<file path="src/rtl/sar_seq_pkg.sv">
package sar_seq_pkg;
  typedef enum logic [2:0] {
    ST_IDLE,
    ST_SAMPLE,
    ST_NULL,
    ST_MSB_OUT,
    ST_LSB_OUT,
    ST_ZERO_OUT
  } seq_state_e;

  typedef enum logic [2:0] {
    OUT_HOLD,
    OUT_NULL,
    OUT_CMP,
    OUT_STORED,
    OUT_ZERO
  } out_sel_e;
endpackage

</file>
<file path="src/rtl/sar_edge_sync.sv">
module sar_edge_sync #(
  parameter int   STAGES  = 2,
  parameter logic RST_VAL = 1'b0
) (
  input  logic clk_i,
  input  logic rst_ni,
  input  logic d_i,
  output logic level_o,
  output logic fall_o
);
  logic [STAGES-1:0] sync_q;
  logic              prev_q;

  always_ff @(posedge clk_i or negedge rst_ni) begin
    if (!rst_ni) begin
      sync_q <= {STAGES{RST_VAL}};
      prev_q <= RST_VAL;
    end else begin
      sync_q[0] <= d_i;
      for (int i = 1; i < STAGES; i++) sync_q[i] <= sync_q[i-1];
      prev_q <= sync_q[STAGES-1];
    end
  end

  assign level_o = sync_q[STAGES-1];
  assign fall_o  = prev_q & ~sync_q[STAGES-1];
endmodule

</file>
<file path="src/rtl/sar_trial_reg.sv">
module sar_trial_reg #(
  parameter int N_BITS = 12,
  parameter int IDX_W  = $clog2(N_BITS)
) (
  input  logic              clk_i,
  input  logic              rst_ni,
  input  logic              clr_i,
  input  logic              load_i,
  input  logic              decide_i,
  input  logic [IDX_W-1:0]  idx_i,
  input  logic              cmp_i,
  output logic [N_BITS-1:0] trial_o
);
  localparam logic [N_BITS-1:0] MSB_ONE = {1'b1, {(N_BITS-1){1'b0}}};

  logic [N_BITS-1:0] trial_q, trial_d;

  always_comb begin
    trial_d = trial_q;
    if (clr_i) begin
      trial_d = '0;
    end else if (load_i) begin
      trial_d = MSB_ONE;
    end else if (decide_i) begin
      for (int b = 0; b < N_BITS; b++) begin
        if (b == int'(idx_i))     trial_d[b] = cmp_i;
        if (b + 1 == int'(idx_i)) trial_d[b] = 1'b1;  // arm next lower bit
      end
    end
  end

  always_ff @(posedge clk_i or negedge rst_ni) begin
    if (!rst_ni) trial_q <= '0;
    else         trial_q <= trial_d;
  end

  assign trial_o = trial_q;


  msb_load_chk: assert property (@(posedge clk_i) disable iff (!rst_ni)
    (load_i && !clr_i) |=> (trial_q == MSB_ONE));


  trial_clear_chk: assert property (@(posedge clk_i) disable iff (!rst_ni)
    clr_i |=> (trial_q == '0));
endmodule

</file>
<file path="src/rtl/sar_out_stage.sv">
module sar_out_stage
  import sar_seq_pkg::*;
#(
  parameter int N_BITS = 12,
  parameter int IDX_W  = $clog2(N_BITS)
) (
  input  logic              clk_i,
  input  logic              rst_ni,
  input  logic              clr_i,
  input  logic              fall_i,
  input  out_sel_e          sel_i,
  input  logic              cmp_i,
  input  logic [N_BITS-1:0] trial_i,
  input  logic [IDX_W-1:0]  idx_i,
  output logic              dout_o,
  output logic              oe_o
);
  logic dout_q, oe_q;

  always_ff @(posedge clk_i or negedge rst_ni) begin
    if (!rst_ni) begin
      dout_q <= 1'b0;
      oe_q   <= 1'b0;
    end else if (clr_i) begin
      dout_q <= 1'b0;
      oe_q   <= 1'b0;
    end else if (fall_i) begin
      unique case (sel_i)
        OUT_NULL: begin
          dout_q <= 1'b0;
          oe_q   <= 1'b1;
        end
        OUT_CMP:    dout_q <= cmp_i;
        OUT_STORED: dout_q <= trial_i[idx_i];
        OUT_ZERO:   dout_q <= 1'b0;
        default:    dout_q <= dout_q;
      endcase
    end
  end

  assign dout_o = dout_q;
  assign oe_o   = oe_q;


  dout_stable_chk: assert property (@(posedge clk_i) disable iff (!rst_ni)
    (!fall_i && !clr_i) |=> $stable(dout_o));


  oe_rise_chk: assert property (@(posedge clk_i) disable iff (!rst_ni)
    !fall_i |=> !$rose(oe_o));
endmodule

</file>
<file path="src/rtl/sar_seq_fsm.sv">
module sar_seq_fsm
  import sar_seq_pkg::*;
#(
  parameter int N_BITS       = 12,
  parameter int SAMPLE_EDGES = 2,
  parameter int IDX_W        = $clog2(N_BITS)
) (
  input  logic             clk_i,
  input  logic             rst_ni,
  input  logic             cs_hi_i,
  input  logic             cs_fall_i,
  input  logic             sclk_fall_i,
  output logic             pd_o,
  output logic             trial_clr_o,
  output logic             trial_load_o,
  output logic             trial_decide_o,
  output logic [IDX_W-1:0] idx_o,
  output out_sel_e         out_sel_o
);
  localparam int               CNT_W    = $clog2(SAMPLE_EDGES + 1);
  localparam logic [CNT_W-1:0] CNT_LAST = CNT_W'(SAMPLE_EDGES - 1);
  localparam logic [IDX_W-1:0] MSB_IDX  = IDX_W'(N_BITS - 1);

  seq_state_e       state_q, state_d;
  logic [IDX_W-1:0] idx_q, idx_d;
  logic [CNT_W-1:0] cnt_q, cnt_d;

  always_comb begin
    state_d        = state_q;
    idx_d          = idx_q;
    cnt_d          = cnt_q;
    trial_load_o   = 1'b0;
    trial_decide_o = 1'b0;
    out_sel_o      = OUT_HOLD;
    if (cs_hi_i) begin
      state_d = ST_IDLE;
      idx_d   = '0;
      cnt_d   = '0;
    end else begin
      unique case (state_q)
        ST_IDLE: begin
          if (cs_fall_i) begin
            state_d = ST_SAMPLE;
            cnt_d   = '0;
          end
        end
        ST_SAMPLE: begin
          if (sclk_fall_i) begin
            if (cnt_q == CNT_LAST) begin
              state_d      = ST_NULL;
              trial_load_o = 1'b1;
              out_sel_o    = OUT_NULL;
              idx_d        = MSB_IDX;
            end else begin
              cnt_d = cnt_q + CNT_W'(1);
            end
          end
        end
        ST_NULL: begin
          if (sclk_fall_i) begin
            trial_decide_o = 1'b1;
            out_sel_o      = OUT_CMP;
            idx_d          = idx_q - IDX_W'(1);
            state_d        = ST_MSB_OUT;
          end
        end
        ST_MSB_OUT: begin
          if (sclk_fall_i) begin
            trial_decide_o = 1'b1;
            out_sel_o      = OUT_CMP;
            if (idx_q == '0) begin
              state_d = ST_LSB_OUT;
              idx_d   = IDX_W'(1);
            end else begin
              idx_d = idx_q - IDX_W'(1);
            end
          end
        end
        ST_LSB_OUT: begin
          if (sclk_fall_i) begin
            out_sel_o = OUT_STORED;
            if (idx_q == MSB_IDX) state_d = ST_ZERO_OUT;
            else                  idx_d   = idx_q + IDX_W'(1);
          end
        end
        ST_ZERO_OUT: begin
          if (sclk_fall_i) out_sel_o = OUT_ZERO;
        end
        default: state_d = ST_IDLE;
      endcase
    end
  end

  always_ff @(posedge clk_i or negedge rst_ni) begin
    if (!rst_ni) begin
      state_q <= ST_IDLE;
      idx_q   <= '0;
      cnt_q   <= '0;
    end else begin
      state_q <= state_d;
      idx_q   <= idx_d;
      cnt_q   <= cnt_d;
    end
  end

  assign trial_clr_o = cs_hi_i;
  assign idx_o       = idx_q;
  // converter is powered only while sampling or resolving
  assign pd_o = (state_q == ST_IDLE) || (state_q == ST_LSB_OUT) ||
                (state_q == ST_ZERO_OUT);


  idle_on_cs_chk: assert property (@(posedge clk_i) disable iff (!rst_ni)
    cs_hi_i |=> (state_q == ST_IDLE));


  zero_hold_chk: assert property (@(posedge clk_i) disable iff (!rst_ni)
    (state_q == ST_ZERO_OUT && !cs_hi_i) |=> (state_q == ST_ZERO_OUT));


  idx_range_chk: assert property (@(posedge clk_i) disable iff (!rst_ni)
    idx_q <= MSB_IDX);
endmodule

</file>
<file path="src/rtl/sar_serial_seq.sv">
module sar_serial_seq
  import sar_seq_pkg::*;
#(
  parameter int N_BITS       = 12,
  parameter int SAMPLE_EDGES = 2,
  parameter int SYNC_STAGES  = 2
) (
  input  logic              clk_i,
  input  logic              rst_ni,
  input  logic              cs_ni,
  input  logic              sclk_i,
  input  logic              comp_i,
  output logic [N_BITS-1:0] trial_o,
  output logic              dout_o,
  output logic              dout_oe_o,
  output logic              pd_o
);
  localparam int IDX_W = $clog2(N_BITS);

  logic             cs_hi, cs_fall, sclk_lvl, sclk_fall;
  logic             trial_clr, trial_load, trial_decide;
  logic [IDX_W-1:0] idx;
  out_sel_e         out_sel;
  logic [N_BITS-1:0] trial;

  sar_edge_sync #(.STAGES(SYNC_STAGES), .RST_VAL(1'b1)) u_cs_sync (
    .clk_i(clk_i), .rst_ni(rst_ni), .d_i(cs_ni),
    .level_o(cs_hi), .fall_o(cs_fall)
  );

  sar_edge_sync #(.STAGES(SYNC_STAGES), .RST_VAL(1'b0)) u_sclk_sync (
    .clk_i(clk_i), .rst_ni(rst_ni), .d_i(sclk_i),
    .level_o(sclk_lvl), .fall_o(sclk_fall)
  );

  sar_seq_fsm #(.N_BITS(N_BITS), .SAMPLE_EDGES(SAMPLE_EDGES)) u_fsm (
    .clk_i(clk_i), .rst_ni(rst_ni),
    .cs_hi_i(cs_hi), .cs_fall_i(cs_fall), .sclk_fall_i(sclk_fall),
    .pd_o(pd_o), .trial_clr_o(trial_clr), .trial_load_o(trial_load),
    .trial_decide_o(trial_decide), .idx_o(idx), .out_sel_o(out_sel)
  );

  sar_trial_reg #(.N_BITS(N_BITS)) u_trial (
    .clk_i(clk_i), .rst_ni(rst_ni), .clr_i(trial_clr), .load_i(trial_load),
    .decide_i(trial_decide), .idx_i(idx), .cmp_i(comp_i), .trial_o(trial)
  );

  sar_out_stage #(.N_BITS(N_BITS)) u_out (
    .clk_i(clk_i), .rst_ni(rst_ni), .clr_i(trial_clr), .fall_i(sclk_fall),
    .sel_i(out_sel), .cmp_i(comp_i), .trial_i(trial), .idx_i(idx),
    .dout_o(dout_o), .oe_o(dout_oe_o)
  );

  assign trial_o = trial;


  sclk_high_chk: assert property (@(posedge clk_i) disable iff (!rst_ni)
    (sclk_lvl && !cs_hi) |=> $stable(dout_o));
endmodule

</file>
<file path="config.mk">
export PLATFORM = sky130hd
export DESIGN_NAME = sar_serial_seq
export DESIGN_NICKNAME = d
export VERILOG_FILES = /design/src/rtl/sar_seq_pkg.sv /design/src/rtl/sar_edge_sync.sv /design/src/rtl/sar_trial_reg.sv /design/src/rtl/sar_out_stage.sv /design/src/rtl/sar_seq_fsm.sv /design/src/rtl/sar_serial_seq.sv
export SDC_FILE = /design/constraint.sdc
export NUM_CORES = 1
export LEC_CHECK = 0
export BUFFER_PORTS_ARGS = -buffer_cell sky130_fd_sc_hd__buf_2
export CAP_MARGIN = 10
export CORE_ASPECT_RATIO = 0.8
export CORE_MARGIN = 2
export CORE_UTILIZATION = 45
export DETAILED_ROUTE_END_ITERATION = 8
export GPL_ROUTABILITY_DRIVEN = 0
export MAX_ROUTING_LAYER = met4
export PLACE_DENSITY_LB_ADDON = 0.3
export SYNTH_ARGS = -nofsm -noshare
export SYNTH_HDL_FRONTEND = slang
export SYNTH_SLANG_ARGS = --single-unit
</file>
<file path="constraint.sdc">
create_clock -name clk_i -period 1.84 [get_ports clk_i]
set_input_delay 0.368 -clock clk_i [delete_from_list [all_inputs] [get_ports clk_i]]
set_output_delay 0.368 -clock clk_i [all_outputs]
set_load 0.005 [all_outputs]
</file>
Word level (Yosys, flattened, before mapping)

Index checks and enable logic that the tools add are counted.

Latch bits: 0
Memory bits (writable): 0
Output and inout port bits: 15
Input port bits: 5
Bits in read-only memories: 0
Memories kept: 0
Word-level logic and storage cells: 178
Flip-flop bits (word level): 29

Multipliers: 0
Reductions and logical operators: 42
Shift operators: 0
Equality and inequality tests: 34
Bitwise logic cells: 4
Add/sub/neg operators: 3
Div/mod/pow operators: 0
Order comparisons: 1
Multiplexer cells: 73

Operators by type and width:

| kind                  | count |
|---|---|
| $reduce_bool A4 Y1    | 13 |
| $mux W1               | 38 |
| $mux W12              | 3 |
| $mux W3               | 12 |
| $eq A4 B4 Y1 const A  | 8 |
| $mux W4               | 8 |
| $reduce_and A2 Y1     | 14 |
| $ne A3 B3 Y1 const B  | 7 |
| $pmux W3 S6           | 1 |
| $pmux W4 S4           | 1 |
| $eq A3 B2 Y1 const B  | 4 |
| $eq A3 B4 Y1 const A  | 3 |
| $mux W2               | 6 |
| $pmux W3 S4           | 1 |
| $eq A3 B3 Y1 const B  | 3 |
| $ne A3 B2 Y1 const B  | 3 |
| $reduce_and A9 Y1     | 1 |
| $logic_not A4 Y1      | 2 |
| $reduce_and A7 Y1     | 1 |
| $eq A3 B1 Y1 const B  | 2 |
| $reduce_bool A3 Y1    | 2 |
| $lt A4 B5 Y1 const B  | 1 |
| $reduce_bool A5 Y1    | 1 |
| $add A4 B1 Y4 const B | 1 |
| 16 further kinds      | 21 |

Logic depth before layout (Yosys ltp)

Depth after elaboration: 10
Depth in mapped cells: 8
Mapped depth without buffers: 6

Hierarchy

A second synthesis with hierarchy kept.

Cell total of the unflattened synthesis: 202
Area total of the unflattened synthesis: 1973.1 um^2

Modules (own cells, without submodules):

| module                       | times used | cells each | seq. area each (um^2) | area an instance (um^2) |
|---|---|---|---|---|
| sar_seq_fsm                  | 1          | 102        | 225.2                 | 817.0 |
| sar_trial_reg                | 1          | 69         | 300.3                 | 725.7 |
| sar_out_stage                | 1          | 23         | 50.0                  | 249.0 |
| sar_edge_sync at u_cs_sync   | 1          | 4          | 78.8                  | 92.6 |
| sar_edge_sync at u_sclk_sync | 1          | 4          | 75.1                  | 88.8 |

Worst setup path after synthesis

Ideal clock, no wire load.

Path type: register -> register
Start point: reg u_fsm.idx_q[0], in the netlist u_fsm.idx_o[0]
End point: reg u_trial.trial_q[1], in the netlist u_trial.trial_o[1]
Clock period less this slack: 1.869 ns
Buffers on the path: 2
Required time: 1.717 ns
Arrival: 1.746 ns
Cell stages (with the launch flop): 8
Library setup time: 0.123 ns
Path slack: -0.029 ns
Cells stage by stage: dfrtp_1 > buf_2 > inv_1 > ha_1 > clkbuf_1 > or4b_1 > nor3_1 > nor3_1

Longest elaborated chain between the ends: 5
Elaborated cells between the ends (all ways): 8
Those cells by class: eq/ne (2); mux (4); reduce/logical (2)

RTL lines:

| element                  | line                | source |
|---|---|---|
| start: declaration       | sar_seq_fsm.sv:25   | `logic [IDX_W-1:0] idx_q, idx_d;` |
| start signal: assignment | sar_seq_fsm.sv:101  | `idx_q <= idx_d;` |
| $eq A3 B4 Y1             | sar_trial_reg.sv:27 | `if (b + 1 == int'(idx_i)) trial_d[b] = 1'b1;` |
| $mux W1                  | sar_trial_reg.sv:27 |  |
| $mux W12                 | sar_trial_reg.sv:24 | `end else if (decide_i) begin` |
| $mux W12                 | sar_trial_reg.sv:22 | `end else if (load_i) begin` |
| $mux W12                 | sar_trial_reg.sv:20 | `if (clr_i) begin` |
| end signal: assignment   | sar_trial_reg.sv:34 | `else trial_q <= trial_d;` |
| end: declaration         | sar_trial_reg.sv:16 | `logic [N_BITS-1:0] trial_q, trial_d;` |

Several ways; a longest one is shown, not always the timed one. The select of a mux whose other input is x is not followed.
A chain may end at the register's enable or synchronous reset.

Worst setup path in the final report

Start point: reg u_fsm.state_q[1]
End point: reg u_fsm.idx_q[3], in the netlist u_fsm.idx_o[3]

Longest elaborated chain between the ends: 3
Elaborated cells between the ends (all ways): 14
Those cells by class: eq/ne (10); mux (2); reduce/logical (2)

RTL lines:

| element                                                | line               | source |
|---|---|---|
| start: declaration                                     | sar_seq_fsm.sv:24  | `seq_state_e state_q, state_d;` |
| start signal: assignment                               | sar_seq_fsm.sv:100 | `state_q <= state_d;` |
| $eq A3 B3 Y1 (tied with other cells)                   | sar_seq_fsm.sv:40  | `unique case (state_q)` |
| $ne A3 B3 Y1 (no line) (tied with other cells)         | n/a                |  |
| $reduce_and A7 Y1 (no line) or $mux W4 (tied branches) | n/a                |  |

Several ways; a longest one is shown, not always the timed one.

==> results.sh <==
export IMPL_status="finished clean"
export IMPL_syn_inst=206
export IMPL_die_x_um=76.1
export IMPL_vias=1696
export IMPL_pre_cts_slack_ps=135
export IMPL_clockBufferDepth=2
export IMPL_final_layout_size_suffix_gt1_frac=0.275
export IMPL_drc=0
export IMPL_dpl_hpwl_um=3400
export IMPL_crit_chain="or3b_1 -> o22ai_2 -> a311o_1 -> o41ai_2"
export IMPL_timing_worst_setup_path_type="flop to flop"
export IMPL_fmax_mhz=583
export IMPL_drv_cap=0
export IMPL_async_reset_ff_frac=1.00
export IMPL_worstPathRequired_ps=1990
export IMPL_clk_latency_ps=280
export IMPL_worstPathArrival_ps=1870
export IMPL_grt_setup_unrepaired="no"
export IMPL_wire_per_inst_um=16.1
export IMPL_nNetsFinal=246
export IMPL_period_needed_ps=1720
export IMPL_critical_path_slowest_cell="or3b_1"
export IMPL_setup_tns_ps=0
export IMPL_seq_area_frac_synth=0.390
export IMPL_grt_antenna_before_repair=0
export IMPL_clkSinkCount=29
export IMPL_dieArea_um2=4690
export IMPL_clock_skew_final_ps=5.32
export IMPL_p_leak_nw=0.960
export IMPL_ant_nets=0
export IMPL_clk_pin_slew_ps=70
export IMPL_critical_path_max_stage_delay_ps=540
export IMPL_cts_htree_levels=2
export IMPL_hold_path_class="input pin to asynchronous set/reset pin"
export IMPL_syn_num_nets=217
export IMPL_crit_fanout=7
export IMPL_drt_wl_total_um=4680
export IMPL_cts_root_buf="clkbuf_8"
export IMPL_core_area_um2=3900
export IMPL_start_kind="flop"
export IMPL_postSynthAreaPerCell_um2=9.09
export IMPL_ys_warn_count=0
export IMPL_setup_viol=0
export IMPL_ir_drop_mv=0.522
export IMPL_grt_overflow=0
export IMPL_viasPerCell=5.83
export IMPL_post_route_util=0.560
export IMPL_cts_tree="built"
export IMPL_ioPinCount=20
export IMPL_ff2ff_path_depth=4
export IMPL_stdcell_count=291
export IMPL_die_h_um=61.7
export IMPL_layout_commonest_cell="dfrtp_1"
export IMPL_ys_types=54
export IMPL_netlist_area_um2=1870
export IMPL_final_cell_mix="26 x dfrtp_1, 22 x nor2_1, 22 x a21oi_1"
export IMPL_synth_edf_count=0
export IMPL_slew_violations=0
export IMPL_dr_pass1_iters=4
export IMPL_rows=20
export IMPL_tightest_slew_ps=657
export IMPL_synth_top_flop_cell="dfrtp_1"
export IMPL_grt_start_max_net_pins=30
export IMPL_timing_final_crit_share=0.932
export IMPL_area_delta_synth_final_pct=16.8
export IMPL_hold_violations=0
export IMPL_numPortBuffers=19
export IMPL_first_iter_violations=187
export IMPL_holdWs_ps=116
export IMPL_track_usage=0.226
export IMPL_antenna_cells=0
export IMPL_layout_setup_ws_ps=125
export IMPL_powerDensity_nw_per_um2=718
export IMPL_maxSlewHeadroom=0.562
export IMPL_dpl_cell_count=283
export IMPL_post_cts_setup_buffers=0
export IMPL_grt_pass1_vias=1593
export IMPL_cts_buffers=5
export IMPL_grt_first_pass_wirelength_um=7900
export IMPL_crit_path_end_kind="flop"
export IMPL_initial_core_util=0.479
export IMPL_ys_ff_latch=29
-- metrics by stage --
step / power (mW) / area [um2]
floorplan: 0.943 / 1870
global placement: 1.06 / 2090
detailed placement: 1.06 / 2090
CTS: 1.58 / 2180
global route: 1.67 / 2190
finish: 1.57 / 2190
-- per-layer routing --
layer / wire length (um) / share of wire / track usage
met4: 36 / 0.0077 / 0.0494
met1: 2350 / 0.50 / 0.312
met3: 283 / 0.060 / 0.0513
met2: 2020 / 0.43 / 0.346
met5: 0 / 0 / -
-- cell usage after synthesis (2+ instances only) --
library cell   n  area, um2
buf_6          2       22.5
or3_1          3       18.8
inv_1          7       26.3
nor2b_1        6       37.5
o21ai_0        5       25.0
dfstp_2        3       78.8
nor4_1         2       12.5
mux2i_1        6       60.1
or4_1          3       22.5
nor3_1        14       70.1
nor3b_1        2       15.0
a31oi_1        2       12.5
and4_1         2       17.5
nand2b_1       8       50.1
o221a_2        6       67.6
clkbuf_1       8       30.0
ha_1           6       75.1
nand2_1       13       48.8
a21oi_1       22        110
dfrtp_1       26        651
nor2_1        22       82.6
buf_2          4       20.0
nand3_1        3       15.0
-- layout make-up --
| cell class | instances | area [um2] |
|---|---|---|
| fill | 388 | 1720 |
| multi-input combinational | 155 | 1040 |
| sequential | 29 | 729 |
| timing repair buffer | 37 | 230 |
| clock buffer | 5 | 68.8 |
| tap | 55 | 68.8 |
| inverter | 7 | 26.3 |
| clock inverter | 3 | 17.5 |
-- state kept, by name, indices dropped and copies added (netlist names) --
register,flops
u_cs_sync.prev_q,1
u_cs_sync.sync_q,2
u_fsm.cnt_q,2
u_fsm.idx_o,4
u_fsm.state_q,3
u_out.dout_o,1
u_out.oe_o,1
u_sclk_sync.prev_q,1
u_sclk_sync.sync_q,2
u_trial.trial_o,12
-- power breakdown --
group	internal, mW	switching, mW	total, mW
registers	0.671	0.0329	0.704
logic	0.146	0.210	0.356
clock network	0.260	0.249	0.509
total	1.08	0.492	1.57
-- worst paths after layout --
path                                            startpoint                         endpoint  slack [ps]
max                           u_fsm.state_q[1]$_DFFE_PN0P_       u_fsm.idx_o[3]$_DFFE_PN0P_         120
min                                                 rst_ni   u_trial.trial_o[4]$_DFFE_PN0P_         120
max reg2reg                   u_fsm.state_q[1]$_DFFE_PN0P_       u_fsm.idx_o[3]$_DFFE_PN0P_         120
min reg2reg                u_sclk_sync.sync_q[0]$_DFF_PN0_  u_sclk_sync.sync_q[1]$_DFF_PN0_         350
max in group asynchronous                           rst_ni  u_trial.trial_o[10]$_DFFE_PN0P_        1290
min in group clk_i                                   cs_ni    u_cs_sync.sync_q[0]$_DFF_PN1_         180
-- cells by family after synthesis --
logic type,count (synthesis),share of synthesized area
DFF,29,0.390
buffers and inverters,22,0.0548
and+or+nand+nor,88,0.256
AOI/OAI and AO/OA,53,0.209
adders and majority gates,6,0.0401
muxes,8,0.0501
-- critical path: cells and delay by family (launching register included) --
kind	cells	cell delay, ps
AO/OA/AOI/OAI	3	600
flip-flops	1	440
AND/OR/NAND/NOR	1	540
-- what timing repair did --
action                                  4_1_cts  5_1_grt
endpoints found under the hold margin         0        0
hold buffers                                  0        0
resized for setup                             0        2
endpoints found under the setup margin        0        6
Power figures use the tool's default switching activity.
